--- src/rtl/sram_ctrl_pkg.sv ---
// Package: shared types and build-time helpers for the SRAM controller.
// Assumes: timing values are positive integers in nanoseconds.
package sram_ctrl_pkg;

    // Controller sequencing states
    typedef enum logic [2:0] {
        ST_IDLE   = 3'd0,
        ST_RD_ACC = 3'd1,
        ST_TURN   = 3'd2,
        ST_WR_SET = 3'd3,
        ST_WR_WE  = 3'd4,
        ST_WR_HLD = 3'd5
    } ctrl_state_t;

    // Memory-side strobe bundle produced by the decoder
    typedef struct packed {
        logic ready;
        logic sel_n;
        logic sel;
        logic oe_n;
        logic we_n;
        logic dq_oe;
    } strobe_t;

    // Ceiling of t/p, never below one cycle
    function automatic int cyc_of(input int t_ns, input int p_ns);
        int c;
        c = (t_ns + p_ns - 1) / p_ns;
        return (c < 1) ? 1 : c;
    endfunction

    // Larger of two integers
    function automatic int imax(input int a, input int b);
        return (a > b) ? a : b;
    endfunction

endpackage

--- src/rtl/sram_wait_timer.sv ---
// Module: down-counting wait timer shared by every timed state.
// Loading N-1 on entry makes the state last N cycles; done is high
// while the count is zero. Assumes load values fit in CNT_W bits.
module sram_wait_timer #(
    parameter int CNT_W = 4
) (
    input  logic             clk,
    input  logic             rst_n,
    input  logic             load,
    input  logic [CNT_W-1:0] load_val,
    output logic             done
);

    logic [CNT_W-1:0] cnt_q;

    // Count register: load on state entry, else count down to zero
    always_ff @(posedge clk) begin
        if (!rst_n) begin
            cnt_q <= '0;
        end else if (load) begin
            cnt_q <= load_val;
        end else if (cnt_q != '0) begin
            cnt_q <= cnt_q - 1'b1;
        end
    end

    assign done = (cnt_q == '0);

endmodule

--- src/rtl/sram_strobe_decode.sv ---
// Module: maps the controller state to memory strobes and host ready.
// Pure decode from the registered state; assumes the state encoding
// of sram_ctrl_pkg. Output enable is asserted only in the read access.
module sram_strobe_decode
    import sram_ctrl_pkg::*;
(
    input  ctrl_state_t state,
    output strobe_t     strb
);

    // Per-state strobe levels
    always_comb begin
        strb = '{ready: 1'b0, sel_n: 1'b1, sel: 1'b0,
                 oe_n: 1'b1, we_n: 1'b1, dq_oe: 1'b0};
        unique case (state)
            ST_IDLE: begin
                strb.ready = 1'b1;
            end
            ST_RD_ACC: begin
                strb.sel_n = 1'b0;
                strb.sel   = 1'b1;
                strb.oe_n  = 1'b0;
            end
            ST_TURN: begin
                strb.ready = 1'b0;
            end
            ST_WR_SET: begin
                strb.sel_n = 1'b0;
                strb.sel   = 1'b1;
            end
            ST_WR_WE: begin
                strb.sel_n = 1'b0;
                strb.sel   = 1'b1;
                strb.we_n  = 1'b0;
                strb.dq_oe = 1'b1;
            end
            ST_WR_HLD: begin
                strb.sel_n = 1'b0;
                strb.sel   = 1'b1;
                strb.dq_oe = 1'b1;
            end
            default: begin
                strb.ready = 1'b0;
            end
        endcase
    end

endmodule

--- src/rtl/sram_rd_capture.sv ---
// Module: read-data capture register and one-cycle valid pulse.
// Assumes capture is high for exactly one cycle per read.
module sram_rd_capture #(
    parameter int DATA_W = 8
) (
    input  logic              clk,
    input  logic              rst_n,
    input  logic              capture,
    input  logic [DATA_W-1:0] dq_in,
    output logic              rd_valid,
    output logic [DATA_W-1:0] rd_data
);

    // Latch bus data at the end of the access and flag it for one cycle
    always_ff @(posedge clk) begin
        if (!rst_n) begin
            rd_valid <= 1'b0;
            rd_data  <= '0;
        end else begin
            rd_valid <= capture;
            if (capture) begin
                rd_data <= dq_in;
            end
        end
    end

    // A valid pulse is never stretched
    AST_VALID_ONE_CYCLE: assert property (@(posedge clk) disable iff (!rst_n)
        rd_valid |=> !rd_valid);

endmodule

--- src/rtl/sram_async_ctrl.sv ---
// Module: host-to-asynchronous-SRAM access controller (top).
// Takes one request per handshake and runs a read (select + output
// enable for ACC_CYC cycles, then TURN_CYC idle cycles) or a write
// (SETUP_CYC select, PULSE_CYC write-enable low with data driven, one
// hold cycle). Assumes mem_dq_in settles within the access time and
// host inputs are stable around the clock edge.
module sram_async_ctrl
    import sram_ctrl_pkg::*;
#(
    parameter int ADDR_W    = 17,
    parameter int DATA_W    = 8,
    parameter int CLK_NS    = 5,
    parameter int T_ACC_NS  = 20,
    parameter int T_AS_NS   = 0,
    parameter int T_WP_NS   = 15,
    parameter int T_DS_NS   = 9,
    parameter int T_TURN_NS = 8
) (
    input  logic              clk,
    input  logic              rst_n,
    input  logic              req,
    input  logic              req_wr,
    input  logic [ADDR_W-1:0] req_addr,
    input  logic [DATA_W-1:0] req_wdata,
    output logic              ready,
    output logic              rd_valid,
    output logic [DATA_W-1:0] rd_data,
    output logic [ADDR_W-1:0] mem_addr,
    output logic              mem_sel_n,
    output logic              mem_sel,
    output logic              mem_oe_n,
    output logic              mem_we_n,
    output logic [DATA_W-1:0] mem_dq_out,
    input  logic [DATA_W-1:0] mem_dq_in,
    output logic              mem_dq_oe
);

    localparam int ACC_CYC   = cyc_of(T_ACC_NS, CLK_NS);
    localparam int SETUP_CYC = cyc_of(T_AS_NS, CLK_NS);
    localparam int PULSE_CYC = imax(cyc_of(T_WP_NS, CLK_NS), cyc_of(T_DS_NS, CLK_NS));
    localparam int TURN_CYC  = cyc_of(T_TURN_NS, CLK_NS);
    localparam int MAX_CYC   = imax(imax(ACC_CYC, SETUP_CYC), imax(PULSE_CYC, TURN_CYC));
    localparam int CNT_W     = $clog2(MAX_CYC + 1);

    ctrl_state_t       state_q, state_d;
    logic              t_load, t_done, cap;
    logic [CNT_W-1:0]  t_val;
    logic [ADDR_W-1:0] addr_q;
    logic [DATA_W-1:0] wdata_q;
    strobe_t           strb;
    logic              take;

    assign take = req && (state_q == ST_IDLE);

    // Next-state and timer-load selection
    always_comb begin
        state_d = state_q;
        t_load  = 1'b0;
        t_val   = '0;
        cap     = 1'b0;
        unique case (state_q)
            ST_IDLE: begin
                if (req) begin
                    t_load = 1'b1;
                    if (req_wr) begin
                        state_d = ST_WR_SET;
                        t_val   = CNT_W'(SETUP_CYC - 1);
                    end else begin
                        state_d = ST_RD_ACC;
                        t_val   = CNT_W'(ACC_CYC - 1);
                    end
                end
            end
            ST_RD_ACC: begin
                if (t_done) begin
                    state_d = ST_TURN;
                    t_load  = 1'b1;
                    t_val   = CNT_W'(TURN_CYC - 1);
                    cap     = 1'b1;
                end
            end
            ST_TURN: begin
                if (t_done) state_d = ST_IDLE;
            end
            ST_WR_SET: begin
                if (t_done) begin
                    state_d = ST_WR_WE;
                    t_load  = 1'b1;
                    t_val   = CNT_W'(PULSE_CYC - 1);
                end
            end
            ST_WR_WE: begin
                if (t_done) state_d = ST_WR_HLD;
            end
            ST_WR_HLD: begin
                state_d = ST_IDLE;
            end
            default: begin
                state_d = ST_IDLE;
            end
        endcase
    end

    // State register
    always_ff @(posedge clk) begin
        if (!rst_n) state_q <= ST_IDLE;
        else        state_q <= state_d;
    end

    // Request field registers, loaded only when a request is taken
    always_ff @(posedge clk) begin
        if (!rst_n) begin
            addr_q  <= '0;
            wdata_q <= '0;
        end else if (take) begin
            addr_q  <= req_addr;
            wdata_q <= req_wdata;
        end
    end

    sram_wait_timer #(.CNT_W(CNT_W)) u_timer (
        .clk      (clk),
        .rst_n    (rst_n),
        .load     (t_load),
        .load_val (t_val),
        .done     (t_done)
    );

    sram_strobe_decode u_decode (
        .state (state_q),
        .strb  (strb)
    );

    sram_rd_capture #(.DATA_W(DATA_W)) u_capture (
        .clk      (clk),
        .rst_n    (rst_n),
        .capture  (cap),
        .dq_in    (mem_dq_in),
        .rd_valid (rd_valid),
        .rd_data  (rd_data)
    );

    assign ready      = strb.ready;
    assign mem_sel_n  = strb.sel_n;
    assign mem_sel    = strb.sel;
    assign mem_oe_n   = strb.oe_n;
    assign mem_we_n   = strb.we_n;
    assign mem_dq_oe  = strb.dq_oe;
    assign mem_addr   = addr_q;
    assign mem_dq_out = wdata_q;

    logic selected;
    assign selected = !mem_sel_n && mem_sel;

    AST_READY_STANDBY: assert property (@(posedge clk) disable iff (!rst_n)
        ready |-> (mem_sel_n && !mem_sel && mem_oe_n && mem_we_n && !mem_dq_oe));
    AST_BUSY_AFTER_TAKE: assert property (@(posedge clk) disable iff (!rst_n)
        (req && ready) |=> !ready);
    AST_OE_NEEDS_SELECT: assert property (@(posedge clk) disable iff (!rst_n)
        !mem_oe_n |-> (selected && mem_we_n && !mem_dq_oe));
    AST_WE_NEEDS_SELECT: assert property (@(posedge clk) disable iff (!rst_n)
        !mem_we_n |-> (selected && mem_dq_oe && mem_oe_n));
    AST_HOLD_AFTER_WE: assert property (@(posedge clk) disable iff (!rst_n)
        ($rose(mem_we_n) && selected) |-> (mem_dq_oe && $stable(mem_dq_out)));
    AST_NO_BUS_FIGHT: assert property (@(posedge clk) disable iff (!rst_n)
        !(!mem_oe_n && (!mem_we_n || mem_dq_oe)));
    AST_ADDR_STABLE: assert property (@(posedge clk) disable iff (!rst_n)
        (selected && $past(selected)) |-> $stable(mem_addr));

endmodule

--- config.mk ---
export PLATFORM = sky130hd
export DESIGN_NAME = sram_async_ctrl
export DESIGN_NICKNAME = d
export VERILOG_FILES = /design/src/rtl/sram_ctrl_pkg.sv /design/src/rtl/sram_wait_timer.sv /design/src/rtl/sram_strobe_decode.sv /design/src/rtl/sram_rd_capture.sv /design/src/rtl/sram_async_ctrl.sv
export SDC_FILE = /design/constraint.sdc
export NUM_CORES = 1
export LEC_CHECK = 0
export BUFFER_PORTS_ARGS = -buffer_cell sky130_fd_sc_hd__buf_2
export CORE_AREA = 2 2 84 62
export CTS_CLUSTER_SIZE = 20
export DETAILED_ROUTE_END_ITERATION = 6
export DIE_AREA = 0 0 86 64
export PLACE_DENSITY = 0.72
export RECOVER_POWER = 25
export SYNTH_ARGS = -nofsm -noshare
export SYNTH_HDL_FRONTEND = slang
export SYNTH_SLANG_ARGS = --single-unit
--- constraint.sdc ---
create_clock -name clk -period 1.3 [get_ports clk]
set_input_delay 0.26 -clock clk [delete_from_list [all_inputs] [get_ports clk]]
set_output_delay 0.26 -clock clk [all_outputs]
set_load 0.02 [all_outputs]
Word-level counts from Yosys, hierarchy flattened
Index checks and enable logic that the tools add are counted.
{"block": "word_totals", "register_bits": 40, "latchBits": 0, "ram_bits": 0, "mem_bits_ro": 0, "in_bits": 37, "output_inout_bits": 40, "mem_count": 0}
{"block": "classes", "addsub": 1, "multipliers": 0, "div_mod_pow": 0, "n_lt_le_gt_ge": 0, "n_eq_ne": 10, "shifts": 0, "mux": 23, "n_bitwise": 0, "reduce_logical": 9}
{"cell": "3-bit two-way mux", "n": 7}
{"cell": "3-bit case mux with 5 select lines", "n": 1}
{"cell": "2-bit two-way mux", "n": 5}
{"cell": "2-bit != test, second input constant", "n": 5}
{"cell": "1-bit two-way mux", "n": 8}
{"cell": "3-bit by 2-bit equality test with 1-bit output, second input constant", "n": 2}
{"cell": "3-bit equality test, second input constant", "n": 2}
{"cell": "3-bit zero test", "n": 2}
{"cell": "2-bit case mux with 3 select lines", "n": 1}
{"cell": "5-bit AND reduction", "n": 1}
{"cell": "2-bit OR reduction", "n": 2}
{"cell": "4-bit OR reduction", "n": 1}
{"cell": "3-bit by 1-bit equality test with 1-bit output, second input constant", "n": 1}
{"cell": "3-bit nonzero test", "n": 1}
{"cell": "3-bit by 1-bit subtractor with 3-bit output, second input constant", "n": 1}
{"cell": "1-bit case mux with 2 select lines", "n": 1}
{"cell": "2-bit nonzero test", "n": 1}
{"cell": "1-bit logical AND", "n": 1}

Longest topological paths before layout
{"block": "logic_depth", "depth_word": 4, "mapped_depth": 6}

Cells and area by module
From an unflattened synthesis, not the netlist that was laid out.
{"block": "hier_totals", "cells_unflattened": 192, "area_unflattened_um2": 1799.2}
{"mod": "sram_async_ctrl", "instances": 1, "cells_per_inst": 136, "area_each_um2": 1221.2, "seq_area_each_um2": 560.5}
{"mod": "sram_rd_capture", "instances": 1, "cells_per_inst": 27, "area_each_um2": 329.1, "seq_area_each_um2": 180.2}
{"mod": "sram_wait_timer", "instances": 1, "cells_per_inst": 22, "area_each_um2": 205.2, "seq_area_each_um2": 60.1}
{"mod": "sram_strobe_decode", "instances": 1, "cells_per_inst": 7, "area_each_um2": 43.8, "seq_area_each_um2": 0.0}

Worst setup path before layout
No wires, ideal clock.
{"block": "synth_path", "kind": "register -> output", "from": "reg state_q[2]", "to": "out mem_sel_n", "arrival_ps": 1435, "required_time_ps": 1040, "path_slack_ps": -395, "path_stages_with_launch": 5, "path_cell_list": "dfxtp_1 -> clkbuf_1 -> nor2b_1 -> nand2b_1 -> inv_1"}
{"block": "synth_via", "elab_chain_len": 3}
{"element": "start, declared", "line_no": "sram_async_ctrl.sv:45", "text": "ctrl_state_t state_q, state_d;"}
{"element": "start signal, assigned", "line_no": "sram_async_ctrl.sv:107", "text": "else state_q <= state_d;"}
{"element": "3-bit by 2-bit equality test with 1-bit output (tied with other cells)", "line_no": "sram_strobe_decode.sv:15", "text": "unique case (state)"}
{"element": "4-bit OR reduction (no source line) *"}
{"element": "2-bit two-way mux *", "line_no": "sram_strobe_decode.sv:15"}
{"element": "end, declared", "line_no": "sram_async_ctrl.sv:29", "text": "output logic mem_sel_n,"}
Mark *: on every way between the ends. The rest lies on a longest branch, timed or not.

Worst setup path in the final report
Ends and elaborated chain as after synthesis.

==> metrics.yaml <==
layout.nets: 334
synth.avg_cell_area_sq_um: 8.18
place_congestion: 0.759
reg2reg_slack_ns: -0.14
floorplan.initialDensity: 0.345
synthDominantCellAreaShare: 0.500
synthTopCellsByArea: "sky130_fd_sc_hd__dfxtp_1, sky130_fd_sc_hd__nand2_1, sky130_fd_sc_hd__a21oi_1"
route.detailed.wl_per_inst_um: 12.5
instances_no_fill: 353
grt_usage: 0.156
first_global_vias: 1529
grt-ovfl-total: 0
ant_nets: 0
worst_skew_pair.late_latency_ns: 0.28
max_slew.worst_pin.slew_ns: 0.264
antenna-diode-count: 0
total_power_uw: 4580
vdd_ir_drop_max_mv: 0.747
die_w_um: 86
min_period_ns: 1.45
ratio_of_final_minimum_period_to_clock_period: 1.11
maximum_buffer_depth_of_the_clock_tree: 2
slew_violations: 0
cts_buffers: 5
timing.slew.headroom: 0.823
pin_count: 77
final-hold-violation-count: 0
endpoint_of_the_most_critical_setup_path: "mem_sel_n"
maximum_number_of_pins_on_one_net_before_global_route_repair: 27
die_y_um: 64
path_cells: "buf_6 > nor2b_4 > nand2b_4 > inv_2 > buf_6"
fin_skew_ns: 0.0103
fmax_ghz: 0.692
cts_root_buf: "sky130_fd_sc_hd__clkbuf_8"
ys_types: 28
design.die.area_sq_mm: 0.00550
clock_tree_from_tritoncts: "done"
timing_worst_setup_path_type: "register to output port"
critical_path_required_ns: 1.04
buffer_ports.inserted: 76
grt_setup_unrepaired: "true"
post-dp-hpwl_um: 2860
viasPerCell: 4.77
detailroute.via_count: 1685
endpoint_kind: "output port"
post-place-cells: 331
synthesis.nets: 235
failed_checks: "negative setup slack"
setup_viol: 33
p_leak_uw: 0.00111
drt-pass1-iter-count: 4
drc_marker_count_from_the_first_detailed_route_iteration: 65
wire_length_of_the_first_global_routing_pass_um: 6890
max_cap_viol_count: 0
cts.sink_count: 40
critical_path.max_stage_delay_ns: 0.36
r2r_worst_path_depth: 3
critPathArrivalTime_ns: 1.19
library_cell_with_the_largest_summed_area_after_synthesis: "sky130_fd_sc_hd__dfxtp_1"
drc_errors: 0
synth-warning-count: 0
postLayoutCoreUtil: 0.533
mostFrequentLayoutCells: "sky130_fd_sc_hd__buf_2, sky130_fd_sc_hd__nand2_1, sky130_fd_sc_hd__dfxtp_1"
synth_seq_cells: 40
htree_num_levels: 2
coreArea_sq_mm: 0.00465
fin_tns_setup_ns: -3.20
run_status: "finished, violations left"
path_max_fanout: 6
post_synth_instance_area_sq_mm: 0.00160
grt_antenna_before_repair: 0
crit_path_start_kind: "register"
fp-row-count: 21
power.density_mw_per_mm2: 1850
drive_gt1_frac: 0.453
crit_path_top_delay_cell: "sky130_fd_sc_hd__dfxtp_4"
layout_area_growth_over_synthesis_pct: 54.6
reg_to_reg_end: "u_timer.cnt_q[1]"
totalWireLength_um: 4400
synth.yosys.seq_area_share: 0.500
syn_inst: 196
clk_transition_reported_paths_ns: 0.07
worst_slack_ns: -0.145
min_path_type: "input port to register"
final_common_cell: "sky130_fd_sc_hd__buf_2"
finalHoldWorstSlack_ns: 0.211
cts.hold.buffers_added: 0
crit_start: "state_q[2]"
critical_path.reg2reg.startpoint: "state_q[1]"
cp_common_cell: "sky130_fd_sc_hd__buf_6"
-- worst min path at each step --
stage | start | endpoint | depth (start not counted)
global route | req_addr[11] | mem_addr[11] | 3
CTS | req_wdata[0] | mem_dq_out[0] | 3
detailed placement | mem_addr[14] | mem_addr[14] | 2
global placement | mem_addr[5] | mem_addr[5] | 2
finish | req_wdata[0] | mem_dq_out[0] | 3
floorplan | req_wr | u_timer.cnt_q[1] | 1
-- layer usage --
metal,global-route usage,vias to the layer above,wire [um]
met5,0,-,0
met4,0.0417,0,14
met3,0.0491,2,286
met2,0.235,50,2030
met1,0.213,776,2070
li1,-,857,-
-- state kept, by name (all words and copies together) (netlist names) --
name and flops:
mem_addr 17, mem_dq_out 8, state_q 3, u_capture.rd_data 8, u_capture.rd_valid 1, u_timer.cnt_q 3
-- where the power goes --
group / switching [uW] / internal, uW / leakage, uW
combinational: 1180 / 995 / 0.000738
clock: 412 / 431 / 0.0000445
sequential: 125 / 1440 / 0.000330
-- area by class of cell --
type	instances	area, sq um
clock buffer	7	86.3
clock inverter	1	7.51
fill	458	2170
inverter	5	21.3
multi-input combinational	137	812
sequential	40	812
tap	57	71.3
timing repair buffer	106	667
-- cells by family (layout without fill, tap and decap cells) --
logic type               count (synthesis)  after routing  share of synthesized area
AO/OA/AOI/OAI                           52             52                      0.180
adder cells (fa/ha/maj)                  2              2                     0.0156
multiplexers                             1              1                    0.00625
buffers and inverters                   20            119                     0.0656
flip-flops                              40             40                      0.500
AND/OR/NAND/NOR                         81             82                      0.233
-- through the flow --
stage / cell area (sq um) / setup WS (ns)
floorplan: 1640 / -0.136
global placement: 2160 / -0.0302
detailed placement: 2160 / -0.207
CTS: 2400 / -0.148
global route: 2480 / -0.209
finish: 2480 / -0.145
-- worst max-delay path, delay by kind of cell (launching register included) --
family                 cells  cell delay, ns
and+or+nand+nor            2            0.27
DFF                        1            0.36
buffers and inverters      3            0.27
-- cell usage after synthesis --
cell / n
sky130_fd_sc_hd__a2111oi_0: 1
sky130_fd_sc_hd__a211o_1: 1
sky130_fd_sc_hd__a211oi_1: 1
sky130_fd_sc_hd__a21o_1: 1
sky130_fd_sc_hd__a21oi_1: 36
sky130_fd_sc_hd__a221oi_1: 1
sky130_fd_sc_hd__a31oi_1: 1
sky130_fd_sc_hd__and3b_1: 2
sky130_fd_sc_hd__buf_2: 3
sky130_fd_sc_hd__buf_4: 1
sky130_fd_sc_hd__buf_6: 3
sky130_fd_sc_hd__clkbuf_1: 8
sky130_fd_sc_hd__dfxtp_1: 40
sky130_fd_sc_hd__ha_1: 2
sky130_fd_sc_hd__inv_1: 4
sky130_fd_sc_hd__inv_2: 1
sky130_fd_sc_hd__mux2i_1: 1
sky130_fd_sc_hd__nand2_1: 54
sky130_fd_sc_hd__nand2b_1: 3
sky130_fd_sc_hd__nand3_1: 9
sky130_fd_sc_hd__nor2_1: 2
sky130_fd_sc_hd__nor2b_1: 5
sky130_fd_sc_hd__nor3_1: 3
sky130_fd_sc_hd__nor3b_2: 1
sky130_fd_sc_hd__nor4b_1: 1
sky130_fd_sc_hd__o21ai_0: 9
sky130_fd_sc_hd__o32ai_2: 1
sky130_fd_sc_hd__or4b_4: 1
-- repair_timing --
item                                    CTS  global route
buffers inserted                          9             5
gates resized for setup                  24            16
cloned                                    1             0
endpoints found under the hold margin     0             0
pin swaps                                 5             6
endpoints found under the setup margin   39            41
Note: power is estimated with default switching activity, not from simulation.
